## src/rtl/lb_pkg.sv

```systemverilog
package lb_pkg;

   // Two ways to build the interval timer.
   typedef enum logic [0:0] {
      TMR_POW2    = 1'b0,   // free-running counter wraps on its own
      TMR_COMPARE = 1'b1    // counter compared against the last index
   } lb_timer_kind_e;

   function automatic lb_timer_kind_e lb_pick_timer(input int unsigned cycles);
      if ((cycles & (cycles - 1)) == 0)
         return TMR_POW2;
      return TMR_COMPARE;
   endfunction

   // Bits needed to hold the value v.
   function automatic int unsigned lb_bits(input longint unsigned v);
      int unsigned n;
      n = 1;
      while ((v >> n) != 0)
         n++;
      return n;
   endfunction

endpackage

```

## src/rtl/lb_interval_timer.sv

```systemverilog
module lb_interval_timer
   import lb_pkg::*;
#(
   parameter int unsigned INTERVAL_CYCLES = 5000
) (
   input  logic clk,
   input  logic rst,
   output logic tick
);

   localparam int unsigned TW   = $clog2(INTERVAL_CYCLES);
   localparam lb_timer_kind_e KIND = lb_pick_timer(INTERVAL_CYCLES);
   localparam logic [TW-1:0] LAST = TW'(INTERVAL_CYCLES - 1);

   logic [TW-1:0] phase;

   generate
      if (KIND == TMR_POW2) begin : g_pow2
         always_ff @(posedge clk) begin
            if (rst) phase <= '0;
            else     phase <= phase + 1'b1;
         end
         assign tick = &phase;
      end else begin : g_cmp
         always_ff @(posedge clk) begin
            if (rst)               phase <= '0;
            else if (phase == LAST) phase <= '0;
            else                   phase <= phase + 1'b1;
         end
         assign tick = (phase == LAST);
      end
   endgenerate

endmodule

```

## src/rtl/lb_flit_counter.sv

```systemverilog
module lb_flit_counter #(
   parameter int unsigned CNT_W = 13
) (
   input  logic             clk,
   input  logic             rst,
   input  logic             flit_arrive,
   input  logic             tick,
   output logic [CNT_W-1:0] sample
);

   localparam logic [CNT_W-1:0] CNT_MAX = '1;

   logic [CNT_W-1:0] count;

   // Count including this cycle's arrival, held at the top value.
   always_comb begin
      if (flit_arrive && (count != CNT_MAX)) sample = count + 1'b1;
      else                                   sample = count;
   end

   always_ff @(posedge clk) begin
      if (rst)       count <= '0;
      else if (tick) count <= '0;
      else           count <= sample;
   end

endmodule

```

## src/rtl/lb_wear_rate.sv

```systemverilog
module lb_wear_rate #(
   parameter int unsigned TEMP_W   = 3,
   parameter int unsigned FACTOR_W = 8,
   parameter int unsigned CNT_W    = 13,
   parameter logic [(2**TEMP_W)*FACTOR_W-1:0] FACTOR_TABLE = '0
) (
   input  logic [TEMP_W-1:0]         temp_code,
   input  logic [CNT_W-1:0]          flits,
   output logic [FACTOR_W+CNT_W-1:0] rate
);

   localparam int unsigned DEPTH  = 2**TEMP_W;
   localparam int unsigned PROD_W = FACTOR_W + CNT_W;

   logic [FACTOR_W-1:0] factor_arr [DEPTH];

   generate
      for (genvar g = 0; g < DEPTH; g++) begin : g_entry
         assign factor_arr[g] = FACTOR_TABLE[g*FACTOR_W +: FACTOR_W];
      end
   endgenerate

   assign rate = PROD_W'(factor_arr[temp_code]) * PROD_W'(flits);

endmodule

```

## src/rtl/lb_budget_reg.sv

```systemverilog
module lb_budget_reg #(
   parameter int unsigned RATE_W   = 16,
   parameter int unsigned PROD_W   = 21,
   parameter int unsigned BUDGET_W = 40
) (
   input  logic                       clk,
   input  logic                       rst,
   input  logic                       tick,
   input  logic [RATE_W-1:0]          nominal_rate,
   input  logic [PROD_W-1:0]          rate,
   output logic signed [BUDGET_W-1:0] budget,
   output logic                       budget_upd
);

   localparam int unsigned SUM_W = BUDGET_W + 2;
   localparam logic signed [SUM_W-1:0] SAT_HI =
      {2'b00, 1'b0, {(BUDGET_W-1){1'b1}}};
   localparam logic signed [SUM_W-1:0] SAT_LO =
      {2'b11, 1'b1, {(BUDGET_W-1){1'b0}}};

   logic signed [SUM_W-1:0]    cur_x, nom_x, rate_x, sum;
   logic signed [BUDGET_W-1:0] next_budget;

   always_comb begin
      cur_x  = {{2{budget[BUDGET_W-1]}}, budget};
      nom_x  = {{(SUM_W-RATE_W){1'b0}}, nominal_rate};
      rate_x = {{(SUM_W-PROD_W){1'b0}}, rate};
      sum    = cur_x + nom_x - rate_x;
      if (sum > SAT_HI)      next_budget = SAT_HI[BUDGET_W-1:0];
      else if (sum < SAT_LO) next_budget = SAT_LO[BUDGET_W-1:0];
      else                   next_budget = sum[BUDGET_W-1:0];
   end

   always_ff @(posedge clk) begin
      if (rst) begin
         budget     <= '0;
         budget_upd <= 1'b0;
      end else begin
         budget_upd <= tick;
         if (tick) budget <= next_budget;
      end
   end

endmodule

```

## src/rtl/lifetime_budget_acc.sv

```systemverilog
module lifetime_budget_acc
   import lb_pkg::*;
#(
   parameter int unsigned INTERVAL_CYCLES = 5000,
   parameter int unsigned CNT_W           = 13,
   parameter int unsigned TEMP_W          = 3,
   parameter int unsigned FACTOR_W        = 8,
   parameter int unsigned RATE_W          = 16,
   parameter int unsigned BUDGET_W        = 40,
   parameter logic [(2**TEMP_W)*FACTOR_W-1:0] FACTOR_TABLE =
      64'h40_2C_1E_14_0D_08_05_03
) (
   input  logic                       clk,
   input  logic                       rst,
   input  logic                       flit_arrive,
   input  logic [TEMP_W-1:0]          temp_code,
   input  logic [RATE_W-1:0]          nominal_rate,
   output logic signed [BUDGET_W-1:0] budget,
   output logic                       budget_upd
);

   localparam int unsigned PROD_W = FACTOR_W + CNT_W;

   // Elaboration-time parameter checks.
   generate
      if (INTERVAL_CYCLES < 2) begin : g_bad_interval
         $error("INTERVAL_CYCLES must be at least 2");
      end
      if (CNT_W < 1 || TEMP_W < 1 || FACTOR_W < 1 || RATE_W < 1) begin : g_bad_width
         $error("all widths must be at least 1");
      end
      if (BUDGET_W <= RATE_W || BUDGET_W <= PROD_W) begin : g_bad_budget
         $error("BUDGET_W must exceed RATE_W and FACTOR_W+CNT_W");
      end
      if (lb_bits(longint'(INTERVAL_CYCLES)) > 32) begin : g_bad_span
         $error("INTERVAL_CYCLES too large");
      end
   endgenerate

   logic             tick;
   logic [CNT_W-1:0] flits;
   logic [PROD_W-1:0] rate;

   lb_interval_timer #(
      .INTERVAL_CYCLES(INTERVAL_CYCLES)
   ) u_timer (
      .clk (clk),
      .rst (rst),
      .tick(tick)
   );

   lb_flit_counter #(
      .CNT_W(CNT_W)
   ) u_count (
      .clk        (clk),
      .rst        (rst),
      .flit_arrive(flit_arrive),
      .tick       (tick),
      .sample     (flits)
   );

   lb_wear_rate #(
      .TEMP_W      (TEMP_W),
      .FACTOR_W    (FACTOR_W),
      .CNT_W       (CNT_W),
      .FACTOR_TABLE(FACTOR_TABLE)
   ) u_rate (
      .temp_code(temp_code),
      .flits    (flits),
      .rate     (rate)
   );

   lb_budget_reg #(
      .RATE_W  (RATE_W),
      .PROD_W  (PROD_W),
      .BUDGET_W(BUDGET_W)
   ) u_budget (
      .clk         (clk),
      .rst         (rst),
      .tick        (tick),
      .nominal_rate(nominal_rate),
      .rate        (rate),
      .budget      (budget),
      .budget_upd  (budget_upd)
   );

endmodule

```

## config.mk

```make
export PLATFORM = sky130hd
export DESIGN_NAME = lifetime_budget_acc
export DESIGN_NICKNAME = d
export VERILOG_FILES = /design/src/rtl/lb_pkg.sv /design/src/rtl/lb_interval_timer.sv /design/src/rtl/lb_flit_counter.sv /design/src/rtl/lb_wear_rate.sv /design/src/rtl/lb_budget_reg.sv /design/src/rtl/lifetime_budget_acc.sv
export SDC_FILE = /design/constraint.sdc
export NUM_CORES = 1
export LEC_CHECK = 0
export BUFFER_PORTS_ARGS = -buffer_cell sky130_fd_sc_hd__buf_2
export CAP_MARGIN = 30
export CORE_UTILIZATION = 64
export CTS_BUF_LIST = sky130_fd_sc_hd__clkbuf_4 sky130_fd_sc_hd__clkbuf_8
export CTS_CLUSTER_DIAMETER = 100
export DETAILED_ROUTE_END_ITERATION = 8
export HOLD_SLACK_MARGIN = 0.1
export PLACE_DENSITY = 0.95
export SYNTH_ARGS = -nofsm -noshare
export SYNTH_HDL_FRONTEND = slang
export SYNTH_SLANG_ARGS = --single-unit
```

## constraint.sdc

```tcl
create_clock -name clk -period 10.1 [get_ports clk]
set_clock_uncertainty 0.2 [all_clocks]
set_input_delay 1.515 -clock clk [delete_from_list [all_inputs] [get_ports clk]]
set_output_delay 1.515 -clock clk [all_outputs]
set_load 0.03 [all_outputs]
```

* Yosys cells after proc, flatten, opt, wreduce, memory -nomap -nowiden *
Memory sizes are Yosys's and may differ from the RTL's.
Index checks and enable logic that the tools add are counted.

storage, ports and cells
  register bits after elaboration = 67
  bits in read-only memories = 64
  output and inout port bits = 41
  word-level logic and storage cells = 23
  memories = 1

operators by class
  add/sub/neg operators = 4
  multipliers = 1
  $lt $le $gt $ge = 3
  equal/unequal tests = 2
  muxes and demuxes = 5
  bitwise logic cells = 1
  reductions and logical operators = 2

memories
  memory            words  width  read ports  clocked after Yosys merged registers in  write ports  RTL line            text
  (name not given)  8      8      1           0                                        0            lb_wear_rate.sv:23  assign rate = PROD_W'(factor_arr[temp_code]) * PROD_W'(flits);

operator list
  kind                     count
  $mux W40                 2
  $gt A42 B40 Y1 const B   1
  $lt A42 B40 Y1 const B   1
  $sub A42 B22 Y42         1
  $add A40 B17 Y41         1
  $add A13 B1 Y13 const B  2
  $mul A8 B13 Y21          1
  $mux W8                  2
  $eq A13 B13 Y1 const B   1
  $mux W13                 1
  $ne A13 B13 Y1 const B   1
  $ge A4 B4 Y1 const B     1
  $not A3 Y4               1
  $reduce_or A2 Y1         1
  $logic_and A1 B1 Y1      1

* Depth between registers and ports, before layout *
Gate-level depths: netlist of run 1.

  depth in word-level cells = 9
  mapped depth = 41
  depth with buffers taken out = 40

* By module *
From an unflattened synthesis of run 1, not the netlist that was laid out.

second synthesis, totals
  cells, all modules = 1,192
  area, all modules = 9,557.9 µm²

by module, submodules not included
  module             instances  cells each  area each (µm²)  seq. area each (µm²)
  lb_budget_reg      1          640         4,832.1          820.8
  lb_wear_rate       1          405         3,398.3          0.0
  lb_flit_counter    1          83          767.0            260.2
  lb_interval_timer  1          64          560.5            260.2

* Worst setup path before layout of run 1 *
No wires, ideal clock.

  kind = input port to flip-flop
  start = in flit_arrive
  end = reg u_budget.budget[10]
  setup time = 0.073 ns
  arrival = 8.962 ns
  path slack = 0.865 ns
  stages = 34
  path buffers = 2
  path through = a21boi_1 nand4_1 xor2_1 or2_2 fa_1 fa_1 inv_1 fa_1 inv_1 fa_1 inv_1 ha_1 inv_1 o21bai_1 a21oi_1 nor2b_1 o21a_1 o21ai_0 a21boi_0 nor2_1 xor2_1 ha_1 and2_1 a31oi_1 o21ai_0 o41a_1 and2_1 a211o_1 nor4_4 a21oi_2 or3_1 buf_2 buf_6 o211ai_2

between the ends
  longest elaborated chain between the ends = 7

ends and longest elaborated chain
  element                  RTL line                   text
  from (decl)              lifetime_budget_acc.sv:15  input logic flit_arrive,
  $logic_and A1 B1 Y1 (*)  lb_flit_counter.sv:17      if (flit_arrive && (count != CNT_MAX)) sample = count + 1'b1;
  $mux W13 (*)             lb_flit_counter.sv:17
  $mul A8 B13 Y21 (*)      lb_wear_rate.sv:23
  $sub A42 B22 Y42 (*)     lb_budget_reg.sv:28        sum = cur_x + nom_x - rate_x;
  $lt A42 B40 Y1           lb_budget_reg.sv:30        else if (sum < SAT_LO) next_budget = SAT_LO[BUDGET_W-1:0];
  $mux W40                 lb_budget_reg.sv:30
  $mux W40 (*)             lb_budget_reg.sv:29        if (sum > SAT_HI) next_budget = SAT_HI[BUDGET_W-1:0];
  to (signal assigned)     lb_budget_reg.sv:40        if (tick) budget <= next_budget;
  to (decl)                lb_budget_reg.sv:11        output logic signed [BUDGET_W-1:0] budget,

Every way passes the cells marked *; elsewhere a longest branch is shown, timed or not.
A chain may end at the register's enable or synchronous reset.

* Worst setup path in the final report of run 1 *
  start = in flit_arrive
  end = reg u_budget.budget[5]

Same word-level chain as after synthesis.

==> qor.csv, run 1 <==
metric,value,unit
reg2reg_slack,0.87,ns
start_util,0.665,
drt-pass1-iter-count,6,
design_area,9240,µm²
synth_edf_count,0,
avgViaCountPerCell,6.26,
crit_arrival,9.73,ns
dp_cells,1277,
route.vias.total,8096,
cts_sinks,67,
drt_iter0_markers,778,
critPathKind,input port to flip-flop,
cp_slowest_cell,fa_1,
regArea,1340,µm²
crit_fanout,16,
io_buffers,62,
antenna_left,0,
max_stage_delay,0.53,ns
ys_warn_count,0,
post-route-period-util,0.953,
tightest_slew,0.883,ns
post_drt_wl_per_cell,16.4,µm
cts_max_level,3,
synth-main-ff-cell,dfxtp_1,
groute.usage.overall,0.312,
syn-cell-area,8520,µm²
nets,1291,
total_leakage_power,0.00450,µW
dieArea,13800,µm²
ys_seq_area_frac,0.157,
fin_util,0.721,
multi_input_area,6640,µm²
cts_buffer_depth,2,
grt_overflow,0,
ys_seq_elements,67,
antenna_found_initial,0,
ys_types,70,
place_congestion,0.931,
start_kind,input port,
die_w,117,µm
grt_pass1_vias,7704,
numCtsBuffers,9,
setup_violations,0,
hold_viol_final,0,
cap_violations,0,
ys_async_sr_fraction,0,
wirelength,21300,µm
slew_headroom,0.410,
stdcell_count,1293,
dp_hpwl,16600,µm
setup_tns,0,ns
synth_nets,1232,
std_cell_rows,41,
cts_root_buffer,clkbuf_8,
run_status,"complete, no violations",
postSynthCellCount,1057,
grt_first_pass_wirelength,35100,µm
area_growth,8.46,%
fill_cells,915,
diodes,0,
layout_commonest_cell,nor2_1,
end_kind,flip-flop,
clk_latency,0.38,ns
io-pin-count,63,
period_needed,9.62,ns
min_path_type,flip-flop to flip-flop,
core,12800,µm²
cp.required,10.21,ns
rsz0062_at_grt,false,
clk_pin_slew,0.08,ns
tritoncts,built,
grt_max_degree,29,
layout_common_cells,"nor2_1, inv_1, ha_1, nand2_1, dfxtp_1",
max_freq,104,MHz
syn_area_per_cell,8.06,µm²
drv_slew,0,
power_density,70.8,nW/µm²
drive_gt1_frac,0.131,
postPlaceCellArea,9040,µm²
peakVddDrop,0.0738,mV
drc,0,
cts_hold_buffers,0,
die_y,117,µm
## Yosys cell counts (all sizes together), types with 7 or more instances
library cell / n / area share
nand3: 32 / 0.019
and3: 12 / 0.0088
buf: 12 / 0.0095
dfxtp: 67 / 0.16
clkbuf: 22 / 0.0097
nand2b: 7 / 0.0051
nor2: 156 / 0.069
a21oi: 65 / 0.040
nand4: 17 / 0.012
xnor2: 53 / 0.054
or2: 13 / 0.0095
and2: 8 / 0.0059
ha: 96 / 0.14
nand2: 74 / 0.033
nor3: 17 / 0.011
xor2: 51 / 0.052
o21a: 9 / 0.0079
o21bai: 7 / 0.0062
inv: 105 / 0.046
nor4: 7 / 0.0076
a21o: 11 / 0.0097
o21ai: 39 / 0.023
o211ai: 29 / 0.036
fa: 57 / 0.13
## final cells by class
class,count,share of cell area
Timing Repair Buffer,82,0.0498
Tap cell,172,0.0233
Inverter,105,0.0426
Clock buffer,9,0.0134
Clock inverter,7,0.00744
Multi-Input combinational cell,851,0.718
Sequential cell,67,0.145
## metrics by stage
stage	hold slack [ns]	power [µW]	worst slack [ns]
after floorplan	0.230	387	0.865
after global placement	0.245	420	0.490
after detailed placement	0.269	427	0.196
after CTS	0.286	654	0.539
after global routing	0.319	684	0.0196
final	0.290	655	0.476
## kinds of logic (layout without fill, tap and decap cells)
family,after synthesis,in the layout,share of synthesized area
mux,8,8,0.00969
buf+inv,139,203,0.0655
flops,67,67,0.157
compound gates,212,212,0.175
simple gates,374,374,0.211
fa+ha+maj,153,153,0.275
xor+xnor,104,104,0.107
## power by group
part | internal [µW] | total [µW] | switching [µW] | leakage, µW
clock network | 113 | 229 | 117 | 0.0000950
registers | 266 | 268 | 2.13 | 0.000540
logic | 59.6 | 157 | 97.6 | 0.00386
total | 438 | 655 | 216 | 0.00450
## per-layer routing
layer,track usage,wire length (µm),share of wire,up-vias
met5,0,0,0,-
met4,0.170,768,0.036,0
met3,0.0433,1550,0.073,71
met2,0.532,10600,0.50,404
met1,0.379,8380,0.39,3869
li1,-,-,-,3752
## flip-flops by register name, summed over array words and instances, names as in the netlist
signal,flops
u_budget.budget,40
u_count.count,13
u_timer.phase,13
u_budget.budget_upd,1
## final timing paths
check | cells past startpoint | to | start
worst min-delay path | 1 | u_timer.phase[0] | u_timer.phase[0]
worst max-delay path | 35 | u_budget.budget[5] | flit_arrive
worst max register to register | 38 | u_budget.budget[34] | u_count.count[5]
worst min register to register | 1 | u_timer.phase[0] | u_timer.phase[0]
## worst max-delay path, delay by kind of cell
kind	cells	cell delay, ns
buffers and inverters	7	0.78
AOI/OAI and AO/OA	12	2.29
adders and majority gates	6	2.73
and+or+nand+nor	8	2.01
xor gates and xnor gates	2	0.39
## repair_timing
item / in CTS / in global routing
hold endpoints to repair: 0 / 0
endpoints found under the setup margin: 0 / 23
gates resized for setup: 0 / 2
setup buffers: 0 / 0
No activity file was read; power rests on OpenSTA's default activity.
==> run 2, diff against run 1 <==
--- a/config.mk
+++ b/config.mk
@@ -11,8 +11,10 @@
 export CTS_BUF_LIST = sky130_fd_sc_hd__clkbuf_4 sky130_fd_sc_hd__clkbuf_8
 export CTS_CLUSTER_DIAMETER = 100
 export DETAILED_ROUTE_END_ITERATION = 8
+export GPL_ROUTABILITY_DRIVEN = 0
 export HOLD_SLACK_MARGIN = 0.1
 export PLACE_DENSITY = 0.95
 export SYNTH_ARGS = -nofsm -noshare
 export SYNTH_HDL_FRONTEND = slang
+export SYNTH_HIERARCHICAL = 1
 export SYNTH_SLANG_ARGS = --single-unit
==> run 2 against run 1 <==
Net effect:
- clock-buffer cell count up 1
- first-iteration DRC count is 0.77% lower
- total power grew 14%
- worst hold slack worse by 0.0051 ns
- critical endpoint is now u_budget/budget[14]
==> qor.csv, run 2 <==
metric,value,unit
run_status,"complete, no violations",
power_density,73.8,nW/µm²
worstHoldStart,u_timer/phase[0],
reg2reg_slack,1.23,ns
reg2reg_to,u_budget/budget[14],
switching_share,0.382,
io_buffers,62,
end_kind,flip-flop,
cts_max_level,3,
ys_warn_count,6,
start_util,0.658,
groute.usage.overall,0.301,
reg2reg_depth,29,
seq_power_share,0.359,
post_drt_wl_per_cell,16.2,µm
clk_latency,0.38,ns
hold_slack,0.285,ns
grt_pass1_vias,8428,
dieArea,15400,µm²
switching_power,285,µW
regMostFlops,u_budget/budget,
grt_overflow,0,
dp_hpwl,17400,µm
slew_headroom,0.484,
post-synth-top-count-cell,inv_1,
cpMostUsedCell,fa_1,
crit_fanout,39,
reg_top3,"u_budget/budget x40, u_count/count x13, u_timer/phase x13",
tightest_slew,0.770,ns
numCtsBuffers,9,
ys_seq_area_frac,0.140,
period_needed,9.48,ns
cts_buffer_depth,2,
crit_arrival,9.53,ns
layout_commonest_cell,inv_1,
max_freq,105,MHz
grt_max_degree,50,
multi_input_area,7260,µm²
internal_power,461,µW
synth-main-ff-cell,dfxtp_1,
synth_area_leaders,"fa_1, dfxtp_1, ha_1",
std_cell_rows,44,
cts_setup_buffers,0,
nets,1426,
start_kind,input port,
largest_reg_flops,40,
max_stage_delay,0.54,ns
drt_iter0_markers,772,
hold_path_end,u_timer/phase[0],
synth_edf_count,0,
reg2reg_from,u_count/count[0],
min_path_type,flip-flop to flip-flop,
avgViaCountPerCell,6.09,
core,14500,µm²
cap_violations,0,
wirelength,22900,µm
die_y,124,µm
antenna_found_initial,0,
diodes,0,
total_leakage_power,0.00505,µW
min_path_cells,1,
die_w,124,µm
grt_first_pass_wirelength,38700,µm
peakVddDrop,0.0508,mV
synth_top_area_frac,0.149,
cts_root_buffer,clkbuf_8,
drv_slew,0,
layout_common_cells,"inv_1, ha_1, nor2_1, nand2_1, fa_1",
hold_viol_final,0,
drc,0,
cts_hold_buffers,0,
cp.required,10.14,ns
clk_pin_slew,0.09,ns
setup_tns,0,ns
setup_violations,0,
post-route-period-util,0.939,
syn_area_per_cell,8.02,µm²
antenna_left,0,
cts_resized,0,
rsz0062_at_grt,false,
pwr-share-comb,0.336,
regArea,1340,µm²
area_growth,5.80,%
cts_sinks,67,
critPathKind,input port to flip-flop,
ys_types,80,
synth_common_cells,"inv_1, ha_1, nor2_1, nand2_1, fa_1",
cp_slowest_cell,fa_1,
drive_gt1_frac,0.128,
drt-pass1-iter-count,6,
io-pin-count,63,
syn-cell-area,9560,µm²
ys_seq_elements,67,
yosysTopAreaCell,fa_1,
postSynthCellCount,1192,
p_clk_frac,0.305,
tritoncts,built,
synth_nets,1390,
route.vias.total,8627,
ys_async_sr_fraction,0,
fill_cells,1084,
## run 2: changes by cell type after synthesis, sizes merged, moves of 14 or more
cell / previous run / this run
xor2: 51 / 28
o211ai: 29 / 9
and2: 8 / 51
a211oi: 3 / 44
nand2: 74 / 100
nor2: 156 / 97
xnor2: 53 / 36
nor2b: 6 / 22
fa: 57 / 71
inv: 105 / 181
and3: 12 / 38
## run 2: logic make-up (layout without fill, tap and decap cells)
logic type,Yosys count,in the layout,share of synthesized area
buffers and inverters,230,271,0.102
muxes,8,8,0.00890
adders and majority gates,176,176,0.286
DFF,67,67,0.140
AOI/OAI and AO/OA,231,231,0.179
and+or+nand+nor,416,416,0.225
xor gates and xnor gates,64,64,0.0586
## run 2: per-layer routing
metal | global-route usage | routed length (µm) | up-vias
met5 | 0 | 0 | -
met4 | 0.135 | 641 | 0
met3 | 0.0379 | 1840 | 63
met2 | 0.488 | 10900 | 413
met1 | 0.400 | 9590 | 4081
li1 | - | - | 4070
## run 2: power by group through the flow
stage / sequential (µW) / clock (µW) / combinational [µW]
global route: 268 / 240 / 278
global placement: 274 / 0 / 233
floorplan: 273 / 0 / 195
finish: 268 / 228 / 250
CTS: 268 / 227 / 247
detailed placement: 274 / 0 / 244
## run 2: cell type report
class,instances,area share
Clock inverter,6,0.00483
Timing Repair Buffer,74,0.0408
Inverter,181,0.0672
Tap cell,184,0.0228
Multi-Input combinational cell,895,0.718
Sequential cell,67,0.133
Clock buffer,10,0.0136
## run 2: worst max path at each step
stage          cells after the start             endpoint  slack (ns)          from
2_1_floorplan                     32   u_budget/budget[7]        1.35   flit_arrive
3_3_place_gp                      28   u_budget/budget[2]        0.43  temp_code[2]
3_5_place_dp                      30  u_budget/budget[14]        0.38   flit_arrive
4_1_cts                           30   u_budget/budget[2]        0.75   flit_arrive
5_1_grt                           28  u_budget/budget[14]        0.14   flit_arrive
6_report                          30  u_budget/budget[14]        0.62   flit_arrive
## run 2: stage by stage
stage	util	instances	cell area, µm²	setup WS, ns	total power (µW)
after floorplan	-	1192	9560	1.35	469
after global routing	0.696	1417	10100	0.136	786
after global placement	0.682	1400	9920	0.426	506
after detailed placement	0.683	1401	9930	0.378	518
after CTS	0.696	1417	10100	0.747	742
final	0.696	1417	10100	0.616	746
## run 2: critical path, delay by kind of cell
family / cells / cell delay [ns]
and+or+nand+nor: 4 / 0.97
buffers and inverters: 4 / 0.26
adders and majority gates: 7 / 3.27
AOI/OAI and AO/OA: 13 / 2.79
xor gates and xnor gates: 2 / 0.66
